## src/rtl/lbr_pkg.sv

```systemverilog
// Shared definitions for the branch history recorder.
// Assumes a 12-bit register address split into a 4-bit group and an 8-bit offset.
package lbr_pkg;
    typedef enum logic [2:0] {
        K_COND    = 3'd0,
        K_RELCALL = 3'd1,
        K_INDCALL = 3'd2,
        K_NEARRET = 3'd3,
        K_INDJMP  = 3'd4,
        K_RELJMP  = 3'd5,
        K_FAR     = 3'd6,
        K_RSVD    = 3'd7
    } br_kind_e;

    localparam int SEL_W     = 9;
    localparam int GRP_CFG   = 0;
    localparam int GRP_SRC   = 1;
    localparam int GRP_DST   = 2;
    localparam int OFF_CTL   = 0;
    localparam int OFF_SEL   = 1;
    localparam int OFF_TOP   = 2;
    localparam int CTL_EN    = 0;
    localparam int CTL_FRZEN = 1;
    localparam int CTL_FROZE = 2;
    localparam int CTL_CLR   = 3;
endpackage

```

## src/rtl/lbr_filter.sv

```systemverilog
// Suppress-polarity branch filter: decides whether a branch is dropped.
// Assumes the ring tag describes the branch target, not the source.
module lbr_filter
    import lbr_pkg::*;
(
    input  logic [SEL_W-1:0] sel,
    input  logic             tgt_ring,
    input  logic [2:0]       kind,
    output logic             drop
);
    logic ring_drop;
    logic kind_drop;

    // Ring suppression by target privilege
    always_comb ring_drop = tgt_ring ? sel[1] : sel[0];

    // Kind suppression; the reserved code never survives
    always_comb begin
        case (br_kind_e'(kind))
            K_COND:    kind_drop = sel[2];
            K_RELCALL: kind_drop = sel[3];
            K_INDCALL: kind_drop = sel[4];
            K_NEARRET: kind_drop = sel[5];
            K_INDJMP:  kind_drop = sel[6];
            K_RELJMP:  kind_drop = sel[7];
            K_FAR:     kind_drop = sel[8];
            default:   kind_drop = 1'b1;
        endcase
    end

    // Combined decision
    always_comb drop = ring_drop | kind_drop;
endmodule

```

## src/rtl/lbr_ctrl.sv

```systemverilog
// Control state: record enable, freeze enable, frozen flag and select mask.
// Assumes the clear command is a one-cycle strobe decoded from a control write.
module lbr_ctrl
    import lbr_pkg::*;
(
    input  logic             clk,
    input  logic             rst_n,
    input  logic             wr_ctl,
    input  logic             wr_sel,
    input  logic [SEL_W-1:0] wdata,
    input  logic             pmi_pulse,
    output logic             rec_en,
    output logic             frz_en,
    output logic             frozen,
    output logic [SEL_W-1:0] sel,
    output logic             clr,
    output logic             hold
);
    logic freeze_hit;

    // Interrupt takes effect only when freezing is armed
    always_comb freeze_hit = pmi_pulse & frz_en;

    // Block writes in this cycle if already frozen or freezing now
    always_comb hold = frozen | freeze_hit;

    // Clear strobe from a control write
    always_comb clr = wr_ctl & wdata[CTL_CLR];

    // Enable bits
    always_ff @(posedge clk) begin
        if (!rst_n) begin
            rec_en <= 1'b0;
            frz_en <= 1'b0;
        end else if (wr_ctl) begin
            rec_en <= wdata[CTL_EN];
            frz_en <= wdata[CTL_FRZEN];
        end
    end

    // Frozen flag: set by interrupt, released only by a write with bit 2 low
    always_ff @(posedge clk) begin
        if (!rst_n)                             frozen <= 1'b0;
        else if (freeze_hit)                    frozen <= 1'b1;
        else if (wr_ctl && !wdata[CTL_FROZE])   frozen <= 1'b0;
    end

    // Select mask
    always_ff @(posedge clk) begin
        if (!rst_n)      sel <= '0;
        else if (wr_sel) sel <= wdata;
    end

    AST_FREEZE_SETS: assert property (@(posedge clk) disable iff (!rst_n)
        (pmi_pulse && frz_en) |=> frozen);
    AST_FREEZE_STICKY: assert property (@(posedge clk) disable iff (!rst_n)
        (frozen && !(wr_ctl && !wdata[CTL_FROZE])) |=> frozen);
endmodule

```

## src/rtl/lbr_store.sv

```systemverilog
// Circular slot storage with a top-of-stack pointer.
// Assumes DEPTH is a power of two; a clear has priority over a write.
module lbr_store #(
    parameter int DEPTH = 16,
    parameter int AW    = 64,
    parameter int IW    = 8
) (
    input  logic                     clk,
    input  logic                     rst_n,
    input  logic                     wr_en,
    input  logic                     clr,
    input  logic [AW-1:0]            src_word,
    input  logic [AW-1:0]            dst_word,
    input  logic [IW-1:0]            rd_idx,
    output logic [$clog2(DEPTH)-1:0] tos,
    output logic [AW-1:0]            rd_src,
    output logic [AW-1:0]            rd_dst
);
    localparam int TW = $clog2(DEPTH);

    logic [AW-1:0] src_mem [DEPTH];
    logic [AW-1:0] dst_mem [DEPTH];
    logic [TW-1:0] tos_q;
    logic [TW-1:0] nxt;
    logic          in_range;

    // Next write slot
    always_comb nxt = tos_q + TW'(1);

    // Pointer update
    always_ff @(posedge clk) begin
        if (!rst_n || clr) tos_q <= '0;
        else if (wr_en)    tos_q <= nxt;
    end

    // Slot storage, one pair per entry
    for (genvar g = 0; g < DEPTH; g++) begin : g_slot
        always_ff @(posedge clk) begin
            if (!rst_n || clr) begin
                src_mem[g] <= '0;
                dst_mem[g] <= '0;
            end else if (wr_en && nxt == TW'(g)) begin
                src_mem[g] <= src_word;
                dst_mem[g] <= dst_word;
            end
        end
    end

    // Indexed read, zero outside the stack
    always_comb begin
        in_range = 32'(rd_idx) < DEPTH;
        rd_src   = in_range ? src_mem[rd_idx[TW-1:0]] : '0;
        rd_dst   = in_range ? dst_mem[rd_idx[TW-1:0]] : '0;
    end

    always_comb tos = tos_q;

    AST_TOS_STEP: assert property (@(posedge clk) disable iff (!rst_n)
        (wr_en && !clr) |=> tos_q == $past(tos_q) + TW'(1));
    AST_IDLE_HOLD: assert property (@(posedge clk) disable iff (!rst_n)
        (!wr_en && !clr) |=> $stable(tos_q));
    AST_CLEAR_ZERO: assert property (@(posedge clk) disable iff (!rst_n)
        clr |=> (tos_q == '0 && src_mem[0] == '0 && dst_mem[DEPTH-1] == '0));
endmodule

```

## src/rtl/lbr_stack.sv

```systemverilog
// Top of the branch history recorder: filter, control, storage and register decode.
// Assumes AW > SEL_W and a 12-bit address of {group[3:0], offset[7:0]}.
module lbr_stack
    import lbr_pkg::*;
#(
    parameter int DEPTH = 16,
    parameter int AW    = 64
) (
    input  logic          clk,
    input  logic          rst_n,
    input  logic          br_valid,
    input  logic [AW-1:0] br_src,
    input  logic [AW-1:0] br_dst,
    input  logic          br_tgt_ring,
    input  logic [2:0]    br_kind,
    input  logic          br_mispred,
    input  logic          pmi_pulse,
    input  logic          reg_we,
    input  logic [11:0]   reg_addr,
    input  logic [AW-1:0] reg_wdata,
    output logic [AW-1:0] reg_rdata
);
    localparam int TW = $clog2(DEPTH);
    localparam int IW = 8;

    logic [3:0]       grp;
    logic [IW-1:0]    off;
    logic             wr_ctl, wr_sel;
    logic             rec_en, frz_en, frozen, clr, hold, drop, wr_en;
    logic [SEL_W-1:0] sel;
    logic [TW-1:0]    tos;
    logic [AW-1:0]    rd_src, rd_dst, src_word;

    // Address split
    always_comb begin
        grp = reg_addr[11:8];
        off = reg_addr[7:0];
    end

    // Write decode
    always_comb begin
        wr_ctl = reg_we && grp == 4'(GRP_CFG) && off == IW'(OFF_CTL);
        wr_sel = reg_we && grp == 4'(GRP_CFG) && off == IW'(OFF_SEL);
    end

    lbr_ctrl u_ctrl (
        .clk       (clk),
        .rst_n     (rst_n),
        .wr_ctl    (wr_ctl),
        .wr_sel    (wr_sel),
        .wdata     (reg_wdata[SEL_W-1:0]),
        .pmi_pulse (pmi_pulse),
        .rec_en    (rec_en),
        .frz_en    (frz_en),
        .frozen    (frozen),
        .sel       (sel),
        .clr       (clr),
        .hold      (hold)
    );

    lbr_filter u_filter (
        .sel      (sel),
        .tgt_ring (br_tgt_ring),
        .kind     (br_kind),
        .drop     (drop)
    );

    // Pack mispredict flag above the address and gate the write
    always_comb begin
        src_word = {br_mispred, br_src[AW-2:0]};
        wr_en    = br_valid && rec_en && !hold && !drop && !clr;
    end

    lbr_store #(.DEPTH(DEPTH), .AW(AW), .IW(IW)) u_store (
        .clk      (clk),
        .rst_n    (rst_n),
        .wr_en    (wr_en),
        .clr      (clr),
        .src_word (src_word),
        .dst_word (br_dst),
        .rd_idx   (off),
        .tos      (tos),
        .rd_src   (rd_src),
        .rd_dst   (rd_dst)
    );

    // Read mux
    always_comb begin
        reg_rdata = '0;
        case (grp)
            4'(GRP_CFG): begin
                if (off == IW'(OFF_CTL))      reg_rdata = AW'({frozen, frz_en, rec_en});
                else if (off == IW'(OFF_SEL)) reg_rdata = AW'(sel);
                else if (off == IW'(OFF_TOP)) reg_rdata = AW'(tos);
            end
            4'(GRP_SRC): reg_rdata = rd_src;
            4'(GRP_DST): reg_rdata = rd_dst;
            default:     reg_rdata = '0;
        endcase
    end

    AST_DROP_NO_MOVE: assert property (@(posedge clk) disable iff (!rst_n)
        (br_valid && drop && !clr) |=> $stable(tos));
    AST_DISABLED_NO_MOVE: assert property (@(posedge clk) disable iff (!rst_n)
        (!rec_en && !clr) |=> $stable(tos));
    AST_SEL_UPPER_ZERO: assert property (@(posedge clk) disable iff (!rst_n)
        (grp == 4'(GRP_CFG) && off == IW'(OFF_SEL)) |-> reg_rdata[AW-1:SEL_W] == '0);
    AST_OOR_ZERO: assert property (@(posedge clk) disable iff (!rst_n)
        ((grp == 4'(GRP_SRC) || grp == 4'(GRP_DST)) && 32'(off) >= DEPTH) |-> reg_rdata == '0);
endmodule

```

## config.mk

```make
export PLATFORM = sky130hd
export DESIGN_NAME = lbr_stack
export DESIGN_NICKNAME = d
export VERILOG_FILES = /design/src/rtl/lbr_pkg.sv /design/src/rtl/lbr_filter.sv /design/src/rtl/lbr_ctrl.sv /design/src/rtl/lbr_store.sv /design/src/rtl/lbr_stack.sv
export SDC_FILE = /design/constraint.sdc
export NUM_CORES = 2
export LEC_CHECK = 0
export ABC_CLOCK_PERIOD_IN_PS = 30300
export BUFFER_PORTS_ARGS = -buffer_cell sky130_fd_sc_hd__clkbuf_2
export CORE_MARGIN = 2
export CORE_UTILIZATION = 60
export DETAILED_ROUTE_END_ITERATION = 8
export GPL_TIMING_DRIVEN = 0
export PLACE_DENSITY = 0.77
export SYNTH_ARGS = -nofsm -noshare
export SYNTH_HDL_FRONTEND = slang
export SYNTH_SLANG_ARGS = --single-unit
```

## constraint.sdc

```tcl
create_clock -name clk -period 30.3 [get_ports clk]
set_input_delay 4.545 -clock clk [delete_from_list [all_inputs] [get_ports clk]]
set_output_delay 4.545 -clock clk [all_outputs]
set_load 0.005 [all_outputs]
```

==> impl_metrics.py <==
metrics = {
    "floorplan": {
        "die_area_sq_um": 175000,
        "core_area_sq_um": 171000,
        "die-width_um": 418,
        "ioPinCount": 278,
        "dieHeight_um": 418,
        "initial_utilization": 0.602,
        "rows": 152,
    },
    "synth": {
        "synth.largest_area_cell": "edfxtp_1",
        "synth_cells": 6309,
        "synthTopCellsByArea": "edfxtp_1, nor3_2, mux4_2",
        "yosys_warnings": 0,
        "synth_area_sq_um": 103000,
        "yosysSeqAreaShare": 0.600,
        "synth_edf_count": 2048,
        "yosysUniqueCellTypes": 47,
        "synth_top_area_share": 0.597,
        "synthesis.nets": 6528,
        "ys_seq_elements": 2064,
        "ys_async_sr_fraction": 0,
        "avgSynthCellArea_sq_um": 16.3,
        "ys.flop_type": "edfxtp_1",
    },
    "power": {
        "power_switching_mw": 1.51,
        "clock_power_share": 0.417,
        "seqPwrFrac": 0.510,
        "power.internal_mw": 4.97,
        "power.leakage_nw": 34.1,
        "p_per_area_nw_per_um2": 55.3,
        "power_frac_comb": 0.073,
        "peakVddDrop_mv": 0.0506,
        "swShare": 0.232,
    },
    "drt": {
        "detail-route-antenna-nets": 0,
        "drt-initial-drc-count": 13700,
        "drt_first_pass_iters": 9,
        "drt_wl_total_mm": 392,
        "vias_per_cell": 7.64,
        "drc_errors": 2,
        "post_drt_wl_per_cell_um": 42.0,
        "vias": 71400,
    },
    "worst_setup_path": {
        "crit_required_ns": 25.76,
        "crit_path_end_kind": "output pin",
        "startpoint_type": "primary input",
        "worst-path-max-fanout": 10,
        "critPathKind": "primary input to output pin",
        "cp_data_arrival_time_ns": 9.01,
    },
    "sta": {
        "fin_setup_tns_ns": 0,
        "slew_violations": 97,
        "fmaxAchievable_mhz": 73.8,
        "rsz0062_at_grt": "no",
        "clock_skew_ns": 0.0426,
        "tightest_slew_ns": 1.61,
        "finalCritPeriodShare": 0.447,
        "max_slew_margin": -0.0725,
        "holdWs_ns": 0.506,
        "finalHoldViolCount": 0,
        "setup_viol": 0,
        "setup_ws_ns": 16.75,
        "final.min_clock_period_ns": 13.55,
    },
    "final_layout": {
        "nets": 7110,
        "drive_above_1_share": 0.478,
        "area_growth_pct": 13.8,
        "utilization": 0.685,
    },
    "place": {
        "dp_slack_ns": 17.35,
        "dp_hpwl_mm": 266,
        "io_buffers": 217,
        "place_congestion": 1.00,
    },
    "global_routing": {
        "grt-ovfl-total": 0,
        "grt_antenna_before_repair": 48,
        "grt_max_degree": 24,
        "grt_pass1_vias": 70900,
        "track_usage": 0.447,
        "grt_pass1_wl_mm": 536,
    },
    "job": {
        "cap_violations": 9,
    },
    "cts": {
        "post-cts-setup-buffers": 0,
        "ctsResizeCount": 0,
        "htree_num_levels": 4,
        "cts.sinks": 2064,
        "cts.clk_slew.worst_paths_ns": 0.06,
        "root_buffer": "clkbuf_16",
        "cts_hold_buf": 0,
        "cts_tree": "built",
        "clk_latency_ns": 0.91,
        "cts_made_buffers": 209,
        "cts_max_path_buffers": 3,
    },
    "hold_path": {
        "hp-class": "flip-flop to flip-flop",
    },
    "status": {
        "status": "finished with violations",
        "violations": "DRC, capacitance limit, slew limit",
    },
}
-- layer usage --
layer  up-vias  share of wire  global-route usage
met5         -        0.00082             0.00528
met4        36          0.089               0.330
met3      2039           0.17               0.187
met2      7828           0.45               0.664
met1     35300           0.30               0.522
li1      26200              -                   -
-- cell usage after synthesis (all sizes together) (3+ instances only) --
cell,instances
o31ai,8
nand2,524
o22ai,59
o21ai,22
a21oi,23
inv,8
buf,347
ha,5
dfxtp,16
nor3,2051
nand4,11
a211o,4
nand2b,4
mux4,567
nor2b,3
edfxtp,2048
a2bb2oi,3
mux2i,137
a21o,55
o32ai,4
clkbuf,338
nand3,13
nor2,21
a22oi,18
or3,3
-- flip-flops by register name, indices dropped and copies added (netlist names) --
name             count
u_ctrl.frozen        1
u_store.src_mem   1024
u_store.dst_mem   1024
u_ctrl.sel           9
u_ctrl.frz_en        1
u_store.tos          4
u_ctrl.rec_en        1
-- logic make-up (layout without fill, tap and decap cells) --
family                   count (synthesis)  in the layout  share of synthesized area
multiplexers                           705            705                      0.137
buffers and inverters                  693           1453                     0.0387
flip-flops                            2064           2064                      0.600
AO/OA/AOI/OAI                          200            200                     0.0130
adder cells (fa/ha/maj)                  5              5                   0.000607
AND/OR/NAND/NOR                       2642           2642                      0.210
other                                    0             42                          0
-- cell usage in the layout (no fill, tap or decap), types with 23 or more instances in the layout --
master	count
buf_2	99
clkbuf_1	368
diode_2	42
buf_1	26
buf_4	108
clkinv_2	30
nor3_1	250
clkbuf_16	210
buf_16	39
nand2_1	524
buf_6	114
o22ai_1	59
a21oi_1	23
clkinv_1	61
buf_8	70
a21o_1	55
edfxtp_1	2048
buf_12	45
mux2i_1	137
bufinv_16	29
mux4_2	567
clkbuf_2	225
nor3_2	1801
-- layout make-up --
cell class	instances	area [sq um]
inverters	8	30.0
repair buffers	371	4110
clock inverters	141	1550
plain buffers	685	3970
diodes	42	105
multi-input cells	3552	37400
clock buffers	248	5400
fillers	11200	54000
flip-flops and latches	2064	61800
well taps	2233	2790
-- critical path: stages --
cell and delay, ns:
clkbuf_2 0.11, buf_2 0.34, buf_1 0.66, nand4_1 1.38, clkbuf_1 0.62, o22ai_1 0.66, a21o_1 0.45, clkbuf_2 0.21
-- metrics by stage --
step                      cell area (sq um)  cells  total power [mW]
final                                117000   9344              6.48
after global routing                 117000   9323              6.55
after CTS                            117000   9302              6.42
after detailed placement             110000   8913              3.81
after global placement               107000   8759              3.85
after floorplan                      103000   6309              3.63
-- path summary, 6_finish.rpt --
kind                                                  start                                     to  slack, ns  cells after the start
worst min-delay path             u_ctrl.sel[8]$_SDFFE_PN0P_             u_ctrl.sel[8]$_SDFFE_PN0P_       0.51                      2
worst max-delay path                            reg_addr[2]                          reg_rdata[53]      16.75                      8
worst min register to register   u_ctrl.sel[8]$_SDFFE_PN0P_             u_ctrl.sel[8]$_SDFFE_PN0P_       0.51                      2
worst max register to register  u_store.tos[1]$_SDFFE_PP0P_  u_store.src_mem[11][31]$_SDFFCE_PN0P_      25.20                      8
-- power groups by stage --
stage	Combinational, mW	Clock, mW	Sequential (mW)
2_1_floorplan	0.245	0	3.38
3_3_place_gp	0.397	0	3.45
6_report	0.475	2.70	3.30
3_5_place_dp	0.452	0	3.36
4_1_cts	0.454	2.66	3.30
5_1_grt	0.476	2.76	3.31
Power figures use the tool's default switching activity.
